## config.mk

```make
export PLATFORM = sky130hd
export DESIGN_NAME = l2irq_ctrl
export DESIGN_NICKNAME = d
export VERILOG_FILES = /design/src/rtl/l2irq_pkg.sv /design/src/rtl/l2irq_decode.sv /design/src/rtl/l2irq_pending.sv /design/src/rtl/l2irq_mask.sv /design/src/rtl/l2irq_ctrl.sv
export SDC_FILE = /design/constraint.sdc
export NUM_CORES = 1
export LEC_CHECK = 0
export BUFFER_PORTS_ARGS = -buffer_cell sky130_fd_sc_hd__buf_2
export CAP_MARGIN = 30
export CORE_MARGIN = 2
export CORE_UTILIZATION = 49
export CTS_CLUSTER_DIAMETER = 40
export DETAILED_ROUTE_END_ITERATION = 12
export HOLD_SLACK_MARGIN = 0.06
export MAX_ROUTING_LAYER = met4
export PLACE_DENSITY = 0.73
export SLEW_MARGIN = 25
export SYNTH_ARGS = -nofsm -noshare
export SYNTH_HDL_FRONTEND = slang
export SYNTH_SLANG_ARGS = --single-unit
```

## constraint.sdc

```tcl
create_clock -name clk -period 1.13 [get_ports clk]
set_input_delay 0.0565 -clock clk [delete_from_list [all_inputs] [get_ports clk]]
set_output_delay 0.0565 -clock clk [all_outputs]
set_load 0.05 [all_outputs]
```

## src/rtl/l2irq_pkg.sv

```systemverilog
package l2irq_pkg;

   typedef enum logic [2:0] {
      SEL_NONE,
      SEL_PEND,
      SEL_FORCE,
      SEL_ACK,
      SEL_MSTAT,
      SEL_MSET,
      SEL_MCLR
   } reg_sel_e;

   function automatic bit sel_readable(reg_sel_e s);
      return (s == SEL_PEND) || (s == SEL_MSTAT);
   endfunction

endpackage

```

## src/rtl/l2irq_decode.sv

```systemverilog
module l2irq_decode
   import l2irq_pkg::*;
#(
   parameter int ADDR_W     = 8,
   parameter bit LEVEL_MODE = 1'b0
) (
   input  logic [ADDR_W-1:0] addr,
   output reg_sel_e          sel
);

   generate
      if (ADDR_W < 5) begin : g_bad_addr
         $error("l2irq_decode: ADDR_W must be at least 5");
      end

      if (LEVEL_MODE) begin : g_level_map
         localparam logic [ADDR_W-1:0] OFS_PEND  = ADDR_W'(8'h00);
         localparam logic [ADDR_W-1:0] OFS_MSTAT = ADDR_W'(8'h04);
         localparam logic [ADDR_W-1:0] OFS_MSET  = ADDR_W'(8'h08);
         localparam logic [ADDR_W-1:0] OFS_MCLR  = ADDR_W'(8'h0C);
         always_comb begin
            unique case (addr)
               OFS_PEND:  sel = SEL_PEND;
               OFS_MSTAT: sel = SEL_MSTAT;
               OFS_MSET:  sel = SEL_MSET;
               OFS_MCLR:  sel = SEL_MCLR;
               default:   sel = SEL_NONE;
            endcase
         end
      end else begin : g_latched_map
         localparam logic [ADDR_W-1:0] OFS_PEND  = ADDR_W'(8'h00);
         localparam logic [ADDR_W-1:0] OFS_FORCE = ADDR_W'(8'h04);
         localparam logic [ADDR_W-1:0] OFS_ACK   = ADDR_W'(8'h08);
         localparam logic [ADDR_W-1:0] OFS_MSTAT = ADDR_W'(8'h0C);
         localparam logic [ADDR_W-1:0] OFS_MSET  = ADDR_W'(8'h10);
         localparam logic [ADDR_W-1:0] OFS_MCLR  = ADDR_W'(8'h14);
         always_comb begin
            unique case (addr)
               OFS_PEND:  sel = SEL_PEND;
               OFS_FORCE: sel = SEL_FORCE;
               OFS_ACK:   sel = SEL_ACK;
               OFS_MSTAT: sel = SEL_MSTAT;
               OFS_MSET:  sel = SEL_MSET;
               OFS_MCLR:  sel = SEL_MCLR;
               default:   sel = SEL_NONE;
            endcase
         end
      end
   endgenerate

endmodule

```

## src/rtl/l2irq_pending.sv

```systemverilog
module l2irq_pending #(
   parameter int NUM_SRC    = 32,
   parameter bit LEVEL_MODE = 1'b0
) (
   input  logic               clk,
   input  logic               rst_n,
   input  logic [NUM_SRC-1:0] src,
   input  logic [NUM_SRC-1:0] ack_vec,
   input  logic [NUM_SRC-1:0] force_vec,
   output logic [NUM_SRC-1:0] pend
);

   generate
      if (LEVEL_MODE) begin : g_level
         logic unused_ok;
         assign unused_ok = ^{ack_vec, force_vec, clk, rst_n};
         assign pend = src;
      end else begin : g_latched
         logic [NUM_SRC-1:0] prev_q;
         logic [NUM_SRC-1:0] pend_q;
         logic [NUM_SRC-1:0] rise;

         assign rise = src & ~prev_q;

         for (genvar i = 0; i < NUM_SRC; i++) begin : g_bit
            always_ff @(posedge clk or negedge rst_n) begin
               if (!rst_n) begin
                  prev_q[i] <= 1'b0;
                  pend_q[i] <= 1'b0;
               end else begin
                  prev_q[i] <= src[i];
                  if (rise[i] || force_vec[i]) begin
                     pend_q[i] <= 1'b1;
                  end else if (ack_vec[i]) begin
                     pend_q[i] <= 1'b0;
                  end
               end
            end
         end

         assign pend = pend_q;

         // pending bits never drop without an acknowledge
         a_r2_sticky_pending : assert property (@(posedge clk) disable iff (!rst_n)
            (ack_vec == '0) |=> ((pend & $past(pend)) == $past(pend)));

         // acknowledged bits without a competing set are cleared
         a_r3_ack_clears : assert property (@(posedge clk) disable iff (!rst_n)
            (ack_vec != '0) |=> ((pend & $past(ack_vec & ~rise & ~force_vec)) == '0));

         // an edge coinciding with an acknowledge is kept
         a_r5_edge_beats_ack : assert property (@(posedge clk) disable iff (!rst_n)
            ((ack_vec & rise) != '0) |=>
               ((pend & $past(ack_vec & rise)) == $past(ack_vec & rise)));

         // forced bits read as pending next cycle
         a_r4_force_sets : assert property (@(posedge clk) disable iff (!rst_n)
            (force_vec != '0) |=> ((pend & $past(force_vec)) == $past(force_vec)));
      end
   endgenerate

endmodule

```

## src/rtl/l2irq_mask.sv

```systemverilog
module l2irq_mask #(
   parameter int NUM_SRC = 32
) (
   input  logic               clk,
   input  logic               rst_n,
   input  logic [NUM_SRC-1:0] set_vec,
   input  logic [NUM_SRC-1:0] clr_vec,
   output logic [NUM_SRC-1:0] mask
);

   logic [NUM_SRC-1:0] mask_q;

   always_ff @(posedge clk or negedge rst_n) begin
      if (!rst_n) begin
         mask_q <= '1;
      end else begin
         mask_q <= (mask_q | set_vec) & ~clr_vec;
      end
   end

   assign mask = mask_q;

   // ones written to mask-set land as masked
   a_r6_mask_set : assert property (@(posedge clk) disable iff (!rst_n)
      ((set_vec != '0) && (clr_vec == '0)) |=> ((mask & $past(set_vec)) == $past(set_vec)));

   // ones written to mask-clear land as enabled
   a_r6_mask_clr : assert property (@(posedge clk) disable iff (!rst_n)
      (clr_vec != '0) |=> ((mask & $past(clr_vec)) == '0));

   // bits not named by a write hold their value
   a_r6_mask_hold : assert property (@(posedge clk) disable iff (!rst_n)
      ((set_vec == '0) && (clr_vec == '0)) |=> $stable(mask));

endmodule

```

## src/rtl/l2irq_ctrl.sv

```systemverilog
module l2irq_ctrl
   import l2irq_pkg::*;
#(
   parameter int NUM_SRC    = 32,
   parameter int DATA_W     = 32,
   parameter int ADDR_W     = 8,
   parameter bit LEVEL_MODE = 1'b0
) (
   input  logic               clk,
   input  logic               rst_n,
   input  logic [NUM_SRC-1:0] src_i,
   input  logic [ADDR_W-1:0]  bus_addr_i,
   input  logic               bus_wr_i,
   input  logic               bus_rd_i,
   input  logic [DATA_W-1:0]  bus_wdata_i,
   output logic [DATA_W-1:0]  bus_rdata_o,
   output logic               irq_o
);

   localparam int PAD_W = DATA_W - NUM_SRC;

   generate
      if (NUM_SRC < 1 || NUM_SRC > DATA_W) begin : g_bad_width
         $error("l2irq_ctrl: NUM_SRC must lie in 1..DATA_W");
      end
   endgenerate

   reg_sel_e           sel;
   logic [NUM_SRC-1:0] wvec;
   logic [NUM_SRC-1:0] ack_vec;
   logic [NUM_SRC-1:0] force_vec;
   logic [NUM_SRC-1:0] mset_vec;
   logic [NUM_SRC-1:0] mclr_vec;
   logic [NUM_SRC-1:0] pend;
   logic [NUM_SRC-1:0] mask;
   logic [DATA_W-1:0]  rd_word;
   logic [DATA_W-1:0]  rdata_q;
   logic               irq_q;

   l2irq_decode #(
      .ADDR_W     (ADDR_W),
      .LEVEL_MODE (LEVEL_MODE)
   ) u_decode (
      .addr (bus_addr_i),
      .sel  (sel)
   );

   generate
      if (PAD_W > 0) begin : g_wr_narrow
         logic unused_hi;
         assign unused_hi = ^bus_wdata_i[DATA_W-1:NUM_SRC];
         assign wvec      = bus_wdata_i[NUM_SRC-1:0];
      end else begin : g_wr_full
         assign wvec = bus_wdata_i;
      end
   endgenerate

   assign ack_vec   = (bus_wr_i && sel == SEL_ACK)   ? wvec : '0;
   assign force_vec = (bus_wr_i && sel == SEL_FORCE) ? wvec : '0;
   assign mset_vec  = (bus_wr_i && sel == SEL_MSET)  ? wvec : '0;
   assign mclr_vec  = (bus_wr_i && sel == SEL_MCLR)  ? wvec : '0;

   l2irq_pending #(
      .NUM_SRC    (NUM_SRC),
      .LEVEL_MODE (LEVEL_MODE)
   ) u_pending (
      .clk       (clk),
      .rst_n     (rst_n),
      .src       (src_i),
      .ack_vec   (ack_vec),
      .force_vec (force_vec),
      .pend      (pend)
   );

   l2irq_mask #(
      .NUM_SRC (NUM_SRC)
   ) u_mask (
      .clk     (clk),
      .rst_n   (rst_n),
      .set_vec (mset_vec),
      .clr_vec (mclr_vec),
      .mask    (mask)
   );

   always_comb begin
      rd_word = '0;
      if (sel_readable(sel)) begin
         if (sel == SEL_PEND) begin
            rd_word[NUM_SRC-1:0] = pend;
         end else begin
            rd_word[NUM_SRC-1:0] = mask;
         end
      end
   end

   always_ff @(posedge clk or negedge rst_n) begin
      if (!rst_n) begin
         rdata_q <= '0;
         irq_q   <= 1'b0;
      end else begin
         rdata_q <= bus_rd_i ? rd_word : '0;
         irq_q   <= |(pend & ~mask);
      end
   end

   assign bus_rdata_o = rdata_q;
   assign irq_o       = irq_q;

   // no read strobe, no read data
   a_r10_idle_read_zero : assert property (@(posedge clk) disable iff (!rst_n)
      !bus_rd_i |=> (bus_rdata_o == '0));

   // with every source masked the parent line drops
   a_r7_all_masked_quiet : assert property (@(posedge clk) disable iff (!rst_n)
      (&mask) |=> !irq_o);

   // nothing pending means no parent interrupt next cycle
   a_r7_none_pending_quiet : assert property (@(posedge clk) disable iff (!rst_n)
      (pend == '0) |=> !irq_o);

   // a write with no decoded target leaves the mask unchanged
   a_r9_stray_write_ignored : assert property (@(posedge clk) disable iff (!rst_n)
      (bus_wr_i && sel == SEL_NONE) |=> $stable(mask));

endmodule

```

==> results of run 1 <==
## kinds of logic (layout without fill, tap and decap cells)
logic type,count (synthesis),after routing
AND/OR/NAND/NOR,143,143
flip-flops,129,129
AO/OA/AOI/OAI,113,113
buffers and inverters,91,328
multiplexers,32,32
XOR/XNOR,1,1
## cell usage in the layout (no fill, tap or decap), types with 2 or more instances in the layout
cell type	n
dfrtp_1	97
buf_2	72
dlygate4sd3_1	67
inv_1	58
buf_6	41
nand2_1	39
nand2_2	36
a21oi_1	35
mux2i_1	32
buf_4	32
dfstp_2	32
a21oi_2	28
and3_1	23
nand2_4	22
o22ai_1	22
clkbuf_16	21
buf_12	14
a22oi_2	13
o22ai_2	10
and3_4	9
inv_2	6
bufinv_16	5
and4_1	4
clkinv_2	4
a22oi_1	3
nor4_4	2
or4_4	2
clkbuf_8	2
clkbuf_1	2
buf_16	2
## worst max-delay path by stage
stage                                   start                              to  slack, ps  cells past startpoint
CTS                 u_mask.mask[25]$_DFF_PN1_                 irq_o$_DFF_PN0_        -70                      4
finish              u_mask.mask[17]$_DFF_PN1_                 irq_o$_DFF_PN0_       -220                      4
detailed placement              bus_addr_i[0]  u_pending.pend[23]$_DFFE_PN0P_       -590                      6
global route        u_mask.mask[28]$_DFF_PN1_                 irq_o$_DFF_PN0_       -220                      4
floorplan                       bus_addr_i[0]       bus_rdata_o[10]$_DFF_PN0_       -420                      6
global placement                bus_addr_i[0]  u_pending.pend[10]$_DFFE_PN0P_       -550                      6
## routing by layer
layer	vias up	track usage, %	routed length [um]
met4	0	14.4	966
met2	354	52.1	9890
met1	2559	37.8	7290
met5	-	-	0
li1	2163	-	-
met3	98	7.23	1640
## Yosys cell counts (all sizes together)
cell	n	area (um^2)
mux2i	32	320
or4	2	18.8
nand2	97	364
nor2	1	3.75
dfrtp	97	2430
nand3	1	5.00
dfstp	32	841
a22oi	16	120
inv	64	240
xnor2	1	8.76
and3	32	200
a21oi	64	320
o22ai	32	200
nand4	1	6.26
nor4b	1	23.8
clkbuf	15	57.6
and4	4	35.0
or3	1	6.26
a2111oi	1	15.0
buf	12	60.1
nor4	2	25.0
or2	1	6.26
## power by group through the flow
stage	clock network, mW	registers, mW	logic (mW)
3_3_place_gp	0	4.92	0.736
2_1_floorplan	0	4.97	0.230
4_1_cts	5.86	4.86	0.993
3_5_place_dp	0	4.93	0.756
6_report	5.91	4.88	1.09
5_1_grt	6.11	4.88	1.16
## worst max-delay path, cell delays in order, from the launching register on
cell and delay [ps]:
dfstp_2 530, inv_1 80, a22oi_2 210, and4_1 240, nand4_1 130
## sequential cells by signal, indices dropped and copies added (netlist names)
register,cells
irq_o,1
u_pending.pend,32
u_pending.g_latched.prev_q,32
bus_rdata_o,32
u_mask.mask,32
## timing repair
action	4_1_cts	5_1_grt
cloned	3	6
pin swaps	6	49
endpoints found under the hold margin	255	0
hold buffers	67	0
resized for setup	93	115
setup endpoints to repair	97	119
buffers inserted	4	1
## per-stage QoR
step / TNS [ps] / worst slack (ps) / cells / utilization [%] / power [mW]
after floorplan: -30300 / -418 / 509 / - / 5.20
after global placement: -44440 / -547 / 770 / 62.1 / 5.66
after detailed placement: -48000 / -594 / 770 / 62.1 / 5.68
after CTS: -1420 / -71.6 / 875 / 78.3 / 11.7
after global routing: -7490 / -220 / 882 / 84.1 / 12.2
final: -6210 / -215 / 882 / 84.1 / 11.9
## final cells by class
type                       instances  area share [%]
tap                              136            1.94
clock buffer                      20            4.97
multi-input combinational        289            25.9
timing repair buffer             233            25.0
clock inverter                    11            2.13
sequential                       129            37.3
inverter                          64            2.74
==> flow_metrics.py, run 1 <==
metrics = {
    "status": {
        "outcome": "complete, but fails checks",
        "violations": "setup timing",
    },
    "synthesis": {
        "syn-cell-area_um2": 5310,
        "synth.avg_cell_area_um2": 10.4,
        "ys_ff_latch": 129,
        "synth.distinct_cells": 24,
        "synthXorXnorAreaFrac_pct": 0.165,
        "synth_top_family_by_area": "simple AND/OR/NAND/NOR gates",
        "synth_compound_area_share_pct": 12.4,
        "ys_warn_count": 0,
        "synth.area.mux_share_pct": 6.04,
        "synthAdderAreaFrac_pct": 0,
        "syn_inst": 509,
        "ys_seq_area_share_pct": 61.6,
        "synth-simple-area-share_pct": 13.1,
        "syn-num-nets": 585,
    },
    "place": {
        "gp_congestion": 0.831,
        "hpwl_mm": 8.81,
        "port-buffer-count": 108,
        "post_dp_cell_area_um2": 6470,
    },
    "route": {
        "drt-total-wl_mm": 19.8,
        "drc": 0,
        "vias": 5174,
        "avgRoutedWirePerCell_um": 22.4,
        "drt_iter0_markers": 485,
        "viasPerCell": 5.87,
        "ant_nets": 0,
        "drt_pass1_iterations": 5,
    },
    "global_route": {
        "antenna_found_initial": 0,
        "grt_util_all_layers_pct": 31.8,
        "grt_pass1_vias": 5306,
        "grt_max_degree": 34,
        "globalRouteOverflowTotal": 0,
        "grt_pass1_wl_mm": 26.9,
    },
    "worst_hold_path": {
        "hold_path_end": "u_mask.mask[31]$_DFF_PN1_",
        "whs_path_depth": 6,
        "hp-start": "bus_wr_i",
        "hold_path.class": "input pin to flop",
    },
    "sta": {
        "rsz0062_at_grt": "yes",
        "worstMarginPinSlew_ps": 409,
        "fin_crit_sh_pct": 119,
        "setup_viol": 81,
        "fin_worst_skew_ps": 9.85,
        "fmax_mhz": 743,
        "final_hold_viol_count": 0,
        "holdWs_ps": 113,
        "setup_ws_ps": -215,
        "slew_headroom_pct": 72.5,
        "drv_slew": 0,
        "finalCriticalPeriod_ps": 1350,
    },
    "worst_setup_path": {
        "regToRegStartpoint": "u_mask.mask[17]$_DFF_PN1_",
        "endpoint_kind": "flop",
        "critPathLaunchType": "flop",
        "crit_type": "flop to flop",
        "rrSetupSlack_ps": -220,
        "cp_max_fo": 2,
        "cp.required_ps": 1520,
        "crit_arrival_ps": 1730,
        "r2r_cells": 4,
        "worstReg2RegEnd": "irq_o$_DFF_PN0_",
    },
    "floorplanning": {
        "fp.dieW_um": 108,
        "io_pins": 109,
        "start_util_pct": 50.9,
        "rows": 37,
        "die_y_um": 108,
        "coreArea_um2": 10400,
        "fp.dieArea_um2": 11700,
    },
    "power_and_ir_drop": {
        "leakage_nw": 4.50,
        "seqPwrFrac_pct": 41.0,
        "p_int_mw": 9.15,
        "swShare_pct": 23.0,
        "clockPowerShare_pct": 49.8,
        "power_density_nw_per_um2": 1360,
        "p_sw_mw": 2.73,
        "pwr-share-comb_pct": 9.2,
        "max-vdd-ir-drop_uv": 1180,
    },
    "final_layout": {
        "multi_input_area_um2": 2260,
        "nets": 810,
        "diodes": 0,
        "final_layout_size_suffix_gt1_share_pct": 48.3,
        "seq_area_um2": 3270,
        "fillers": 480,
        "synthToLayoutAreaGrowth_pct": 65.1,
        "postLayoutCellArea_um2": 8760,
    },
    "cts": {
        "root_buffer": "clkbuf_8",
        "h-tree-depth": 4,
        "path_clk_slew_ps": 70,
        "clk_latency_ps": 540,
        "clock_sinks": 129,
        "clockBufferDepth": 2,
        "cts_tree": "yes",
        "cts_buffers": 17,
    },
    "job": {
        "drv_cap": 0,
    },
}
No activity file was read; power rests on OpenSTA's default activity.
==> run 2, diff against run 1 <==
- PLACE_DENSITY: 0.73 -> default
- PLACE_DENSITY_LB_ADDON: default -> 0.25
==> run 2 against run 1 <==
  * The run still ends with setup timing left
  * Sequential share of layout area is 1.7 points higher
  * Core utilization down 3.6 points
  * Combinational power is 6% lower
  * Via count shrank 4.8%
  * Power grew 1.2%
  * Routed wire length is 12% lower
  * Clock skew is 5.3 ps lower
==> flow_metrics.py, run 2 (same netlist as run 1, synthesis figures left out) <==
metrics = {
    "status": {
        "outcome": "complete, but fails checks",
        "violations": "setup timing",
    },
    "sta": {
        "worstMarginPinSlew_ps": 656,
        "rsz0062_at_grt": "yes",
        "setup_viol": 51,
        "setup_ws_ps": -155,
        "final_hold_viol_count": 0,
        "drv_slew": 0,
        "slew_headroom_pct": 56.3,
        "fin_crit_sh_pct": 114,
        "finalCriticalPeriod_ps": 1280,
        "fmax_mhz": 778,
        "holdWs_ps": 118,
        "tns_ps": -2650,
        "fin_worst_skew_ps": 4.53,
    },
    "route": {
        "viasPerCell": 5.63,
        "drt_iter0_markers": 408,
        "drt-total-wl_mm": 17.4,
        "drt_pass1_iterations": 5,
        "drc": 0,
        "vias": 4925,
        "avgRoutedWirePerCell_um": 19.9,
        "ant_nets": 0,
    },
    "worst_setup_path": {
        "critPathLaunchType": "flop",
        "cp.required_ps": 1530,
        "critPathBufInv": 1,
        "path_delay_family": "flip-flops",
        "crit_arrival_ps": 1690,
        "cpPeakStageDelay_ps": 530,
        "cp_cell_sequence": "inv_1 > a22oi_2 > and4_1 > nand4_1",
        "crit_type": "flop to flop",
        "endpoint_kind": "flop",
        "cp_slowest_cell": "dfstp_2",
        "cp_max_fo": 2,
    },
    "cts": {
        "clock_sinks": 129,
        "h-tree-depth": 4,
        "cts_tree": "yes",
        "cts_buffers": 17,
        "root_buffer": "clkbuf_8",
        "path_clk_slew_ps": 60,
        "clk_latency_ps": 530,
        "clockBufferDepth": 2,
    },
    "power_and_ir_drop": {
        "max-vdd-ir-drop_uv": 1490,
        "p_total_mw": 12.0,
        "power_density_nw_per_um2": 1430,
        "leakage_nw": 4.44,
    },
    "global_route": {
        "grt_util_all_layers_pct": 29.7,
        "globalRouteOverflowTotal": 0,
        "grt_max_degree": 39,
        "antenna_found_initial": 0,
        "grt_pass1_wl_mm": 25.2,
        "grt_pass1_vias": 4958,
    },
    "final_layout": {
        "layout.cells.most_common_list": "dfrtp_1, buf_2, dlygate4sd3_1",
        "nets": 802,
        "final_cell_count_no_fill": 875,
        "final_core_util_pct": 80.5,
        "postLayoutCellArea_um2": 8380,
        "final_common_cell": "dfrtp_1",
        "final_layout_size_suffix_gt1_share_pct": 40.2,
        "synthToLayoutAreaGrowth_pct": 58.0,
        "fillers": 599,
        "diodes": 0,
    },
    "floorplanning": {
        "io_pins": 109,
        "rows": 37,
        "die_y_um": 108,
        "coreArea_um2": 10400,
        "fp.dieW_um": 108,
        "fp.dieArea_um2": 11700,
        "start_util_pct": 50.9,
    },
    "place": {
        "hpwl_mm": 8.35,
        "post_dp_cell_area_um2": 6420,
        "port-buffer-count": 108,
        "dpl.cell_count": 765,
        "dp_slack_ps": -651,
        "gp_congestion": 0.816,
    },
    "job": {
        "drv_cap": 0,
    },
    "worst_hold_path": {
        "hold_path.class": "input pin to async pin",
    },
}
[run 2: area by class of cell]
| class | count | area (um^2) | share of cell area (%) |
|---|---|---|---|
| Clock buffer | 21 | 449 | 5.36 |
| Timing Repair Buffer | 225 | 2070 | 24.7 |
| Tap cell | 136 | 170 | 2.03 |
| Clock inverter | 11 | 209 | 2.49 |
| Multi-Input combinational cell | 289 | 1970 | 23.5 |
| Inverter | 64 | 240 | 2.87 |
| Sequential cell | 129 | 3270 | 39.0 |
[run 2: power breakdown]
part | switching, mW | internal, mW
clock network | 2.00 | 4.13
logic | 0.528 | 0.490
registers | 0.0710 | 4.80
total | 2.60 | 9.42
[run 2: path summary, 6_finish.rpt]
path                                                     startpoint                                       end  slack, ps  depth (start not counted)
setup reg to reg                          u_mask.mask[23]$_DFF_PN1_                           irq_o$_DFF_PN0_       -150                          4
setup / recovery                          u_mask.mask[23]$_DFF_PN1_                           irq_o$_DFF_PN0_       -150                          4
hold / removal                                                rst_n                 u_mask.mask[13]$_DFF_PN1_        120                          2
min in group clk                                           bus_wr_i                 u_mask.mask[25]$_DFF_PN1_        130                          6
max in group asynchronous                                     rst_n  u_pending.g_latched.prev_q[29]$_DFF_PN0_        300                          3
hold reg to reg            u_pending.g_latched.prev_q[22]$_DFF_PN0_            u_pending.pend[22]$_DFFE_PN0P_        430                          1
[run 2: worst register-to-register path: cells and delay by family, from the launching register on]
kind | cells | cell delay, ps
compound gates | 1 | 200
buf+inv | 1 | 60
flops | 1 | 530
simple gates | 2 | 380
[run 2: repair_timing]
item	in CTS	in global routing
gates cloned	2	7
hold buffers	67	0
resized for setup	77	35
endpoints found under the setup margin	85	112
hold endpoints to repair	255	0
setup buffers	1	1
pin swaps	12	17
[run 2: routing by layer]
metal  routed length [um]  GRT usage [%]  share of wire [%]  vias up
met5                    0              -                  0        -
met4                  567           11.6                3.3        0
met3                 1240           6.75                7.1       53
met2                 8760           48.7                 50      242
met1                 6820           35.8                 39     2483
li1                     -              -                  -     2147
==> run 3, diff against run 2 <==
- BUFFER_PORTS_ARGS: -buffer_cell sky130_fd_sc_hd__buf_2 -> -buffer_cell sky130_fd_sc_hd__buf_4
- CORE_ASPECT_RATIO: default -> 1.25
- REMOVE_ABC_BUFFERS: default -> 1
==> run 3 against run 2 <==
  * The flow still finishes with violations (setup timing)
  * Clock power is 3.8% lower
  * Combinational power is 4% higher
  * Power is 1.7% lower
  * Critical path depth is 3 higher
  * Critical endpoint is now u_pending.pend[3]$_DFFE_PN0P_
  * Clock skew is 1.7 ps higher
==> flow_metrics.py, run 3 (same netlist as run 1, synthesis figures left out) <==
metrics = {
    "worst_hold_path": {
        "hold_path_end": "u_mask.mask[7]$_DFF_PN1_",
        "whs_path_depth": 3,
        "hold_path.class": "input pin to flop",
        "hp-start": "bus_addr_i[2]",
    },
    "worst_setup_path": {
        "crit_type": "input pin to flop",
        "cp.required_ps": 1430,
        "regToRegStartpoint": "u_mask.mask[12]$_DFF_PN1_",
        "r2r_cells": 4,
        "critPathLaunchType": "input pin",
        "crit_arrival_ps": 1660,
        "endpoint_kind": "flop",
        "cp_max_fo": 16,
        "rrSetupSlack_ps": -100,
        "worstReg2RegEnd": "irq_o$_DFF_PN0_",
    },
    "route": {
        "viasPerCell": 5.48,
        "vias": 4779,
        "avgRoutedWirePerCell_um": 18.6,
        "drt-total-wl_mm": 16.3,
        "drc": 0,
        "drt_pass1_iterations": 4,
        "drt_iter0_markers": 304,
        "ant_nets": 0,
    },
    "final_layout": {
        "synthToLayoutAreaGrowth_pct": 53.9,
        "final_layout_size_suffix_gt1_share_pct": 34.1,
        "final_core_util_pct": 77.3,
        "layout.cells.most_common_list": "buf_4, nand2_1, dfrtp_1",
        "fillers": 636,
        "diodes": 0,
        "postLayoutCellArea_um2": 8170,
        "nets": 803,
        "final_common_cell": "buf_4",
    },
    "cts": {
        "root_buffer": "clkbuf_16",
        "h-tree-depth": 4,
        "clk_latency_ps": 420,
        "clock_sinks": 129,
        "cts_tree": "yes",
        "cts_buffers": 17,
        "path_clk_slew_ps": 60,
        "clockBufferDepth": 2,
    },
    "power_and_ir_drop": {
        "p_total_mw": 11.8,
        "max-vdd-ir-drop_uv": 1110,
        "power_density_nw_per_um2": 1450,
        "leakage_nw": 4.41,
    },
    "place": {
        "dp_slack_ps": -614,
        "hpwl_mm": 8.35,
        "gp_congestion": 0.793,
        "port-buffer-count": 108,
        "post_dp_cell_area_um2": 6600,
    },
    "floorplanning": {
        "fp.dieW_um": 97.1,
        "start_util_pct": 50.2,
        "io_pins": 109,
        "fp.dieArea_um2": 11700,
        "coreArea_um2": 10600,
        "rows": 42,
        "die_y_um": 120,
    },
    "sta": {
        "fmax_mhz": 735,
        "holdWs_ps": 93.6,
        "finalCriticalPeriod_ps": 1360,
        "fin_worst_skew_ps": 6.18,
        "setup_ws_ps": -230,
        "final_hold_viol_count": 0,
        "drv_slew": 0,
        "setup_viol": 67,
        "rsz0062_at_grt": "yes",
        "slew_headroom_pct": 72.8,
        "fin_crit_sh_pct": 120,
        "worstMarginPinSlew_ps": 408,
    },
    "global_route": {
        "globalRouteOverflowTotal": 0,
        "grt_pass1_wl_mm": 24.6,
        "antenna_found_initial": 0,
        "grt_max_degree": 76,
        "grt_util_all_layers_pct": 27.7,
        "grt_pass1_vias": 5092,
    },
    "job": {
        "drv_cap": 0,
    },
    "status": {
        "violations": "setup timing",
        "outcome": "complete, but fails checks",
    },
}
## run 3: worst max path at each step
stage / from / slack (ps) / end
finish: bus_addr_i[0] / -230 / u_pending.pend[3]$_DFFE_PN0P_
CTS: bus_addr_i[7] / -180 / u_pending.pend[19]$_DFFE_PN0P_
detailed placement: bus_addr_i[7] / -610 / u_pending.pend[19]$_DFFE_PN0P_
floorplan: bus_addr_i[7] / -1280 / u_pending.pend[0]$_DFFE_PN0P_
global placement: bus_addr_i[7] / -560 / u_pending.pend[16]$_DFFE_PN0P_
global route: bus_addr_i[0] / -250 / u_pending.pend[19]$_DFFE_PN0P_
## run 3: worst max-delay path: stages
cell	delay (ps)
buf_6	90
or4_4	570
nor4b_4	330
buf_4	200
buf_12	170
and3_1	170
o22ai_1	60
## run 3: final cells by class
class | instances | area (um^2) | area share, %
Multi-Input combinational cell | 289 | 1820 | 22.3
Sequential cell | 129 | 3270 | 40.0
Clock inverter | 10 | 155 | 1.90
Timing Repair Buffer | 226 | 2030 | 24.9
Tap cell | 132 | 165 | 2.02
Clock buffer | 22 | 484 | 5.93
Inverter | 64 | 240 | 2.94
## run 3: repair_timing
item / in CTS / in global routing
hold buffers: 65 / 0
cloned: 0 / 5
pin swaps: 4 / 11
setup endpoints to repair: 65 / 73
setup buffers: 1 / 4
resized for setup: 7 / 26
endpoints found under the hold margin: 225 / 0
## run 3: stage by stage
stage / instances / TNS [ps]
floorplan: 482 / -114710
global placement: 765 / -45860
detailed placement: 765 / -48820
CTS: 863 / -9080
global route: 872 / -13180
finish: 872 / -10790
## run 3: power breakdown
| part | leakage, nW | switching [mW] | total (mW) | internal, mW |
|---|---|---|---|---|
| registers | 1.45 | 0.0589 | 4.86 | 4.80 |
| clock network | 0.312 | 1.99 | 5.90 | 3.91 |
| logic | 2.65 | 0.504 | 1.06 | 0.555 |
| total | 4.41 | 2.56 | 11.8 | 9.26 |
## run 3: per-layer routing
metal	vias to the layer above	track usage [%]	routed length (um)
li1	2150	-	-
met1	2408	31.4	6360
met2	184	47.6	8590
met3	37	6.82	825
met4	0	10.7	473
met5	-	-	0
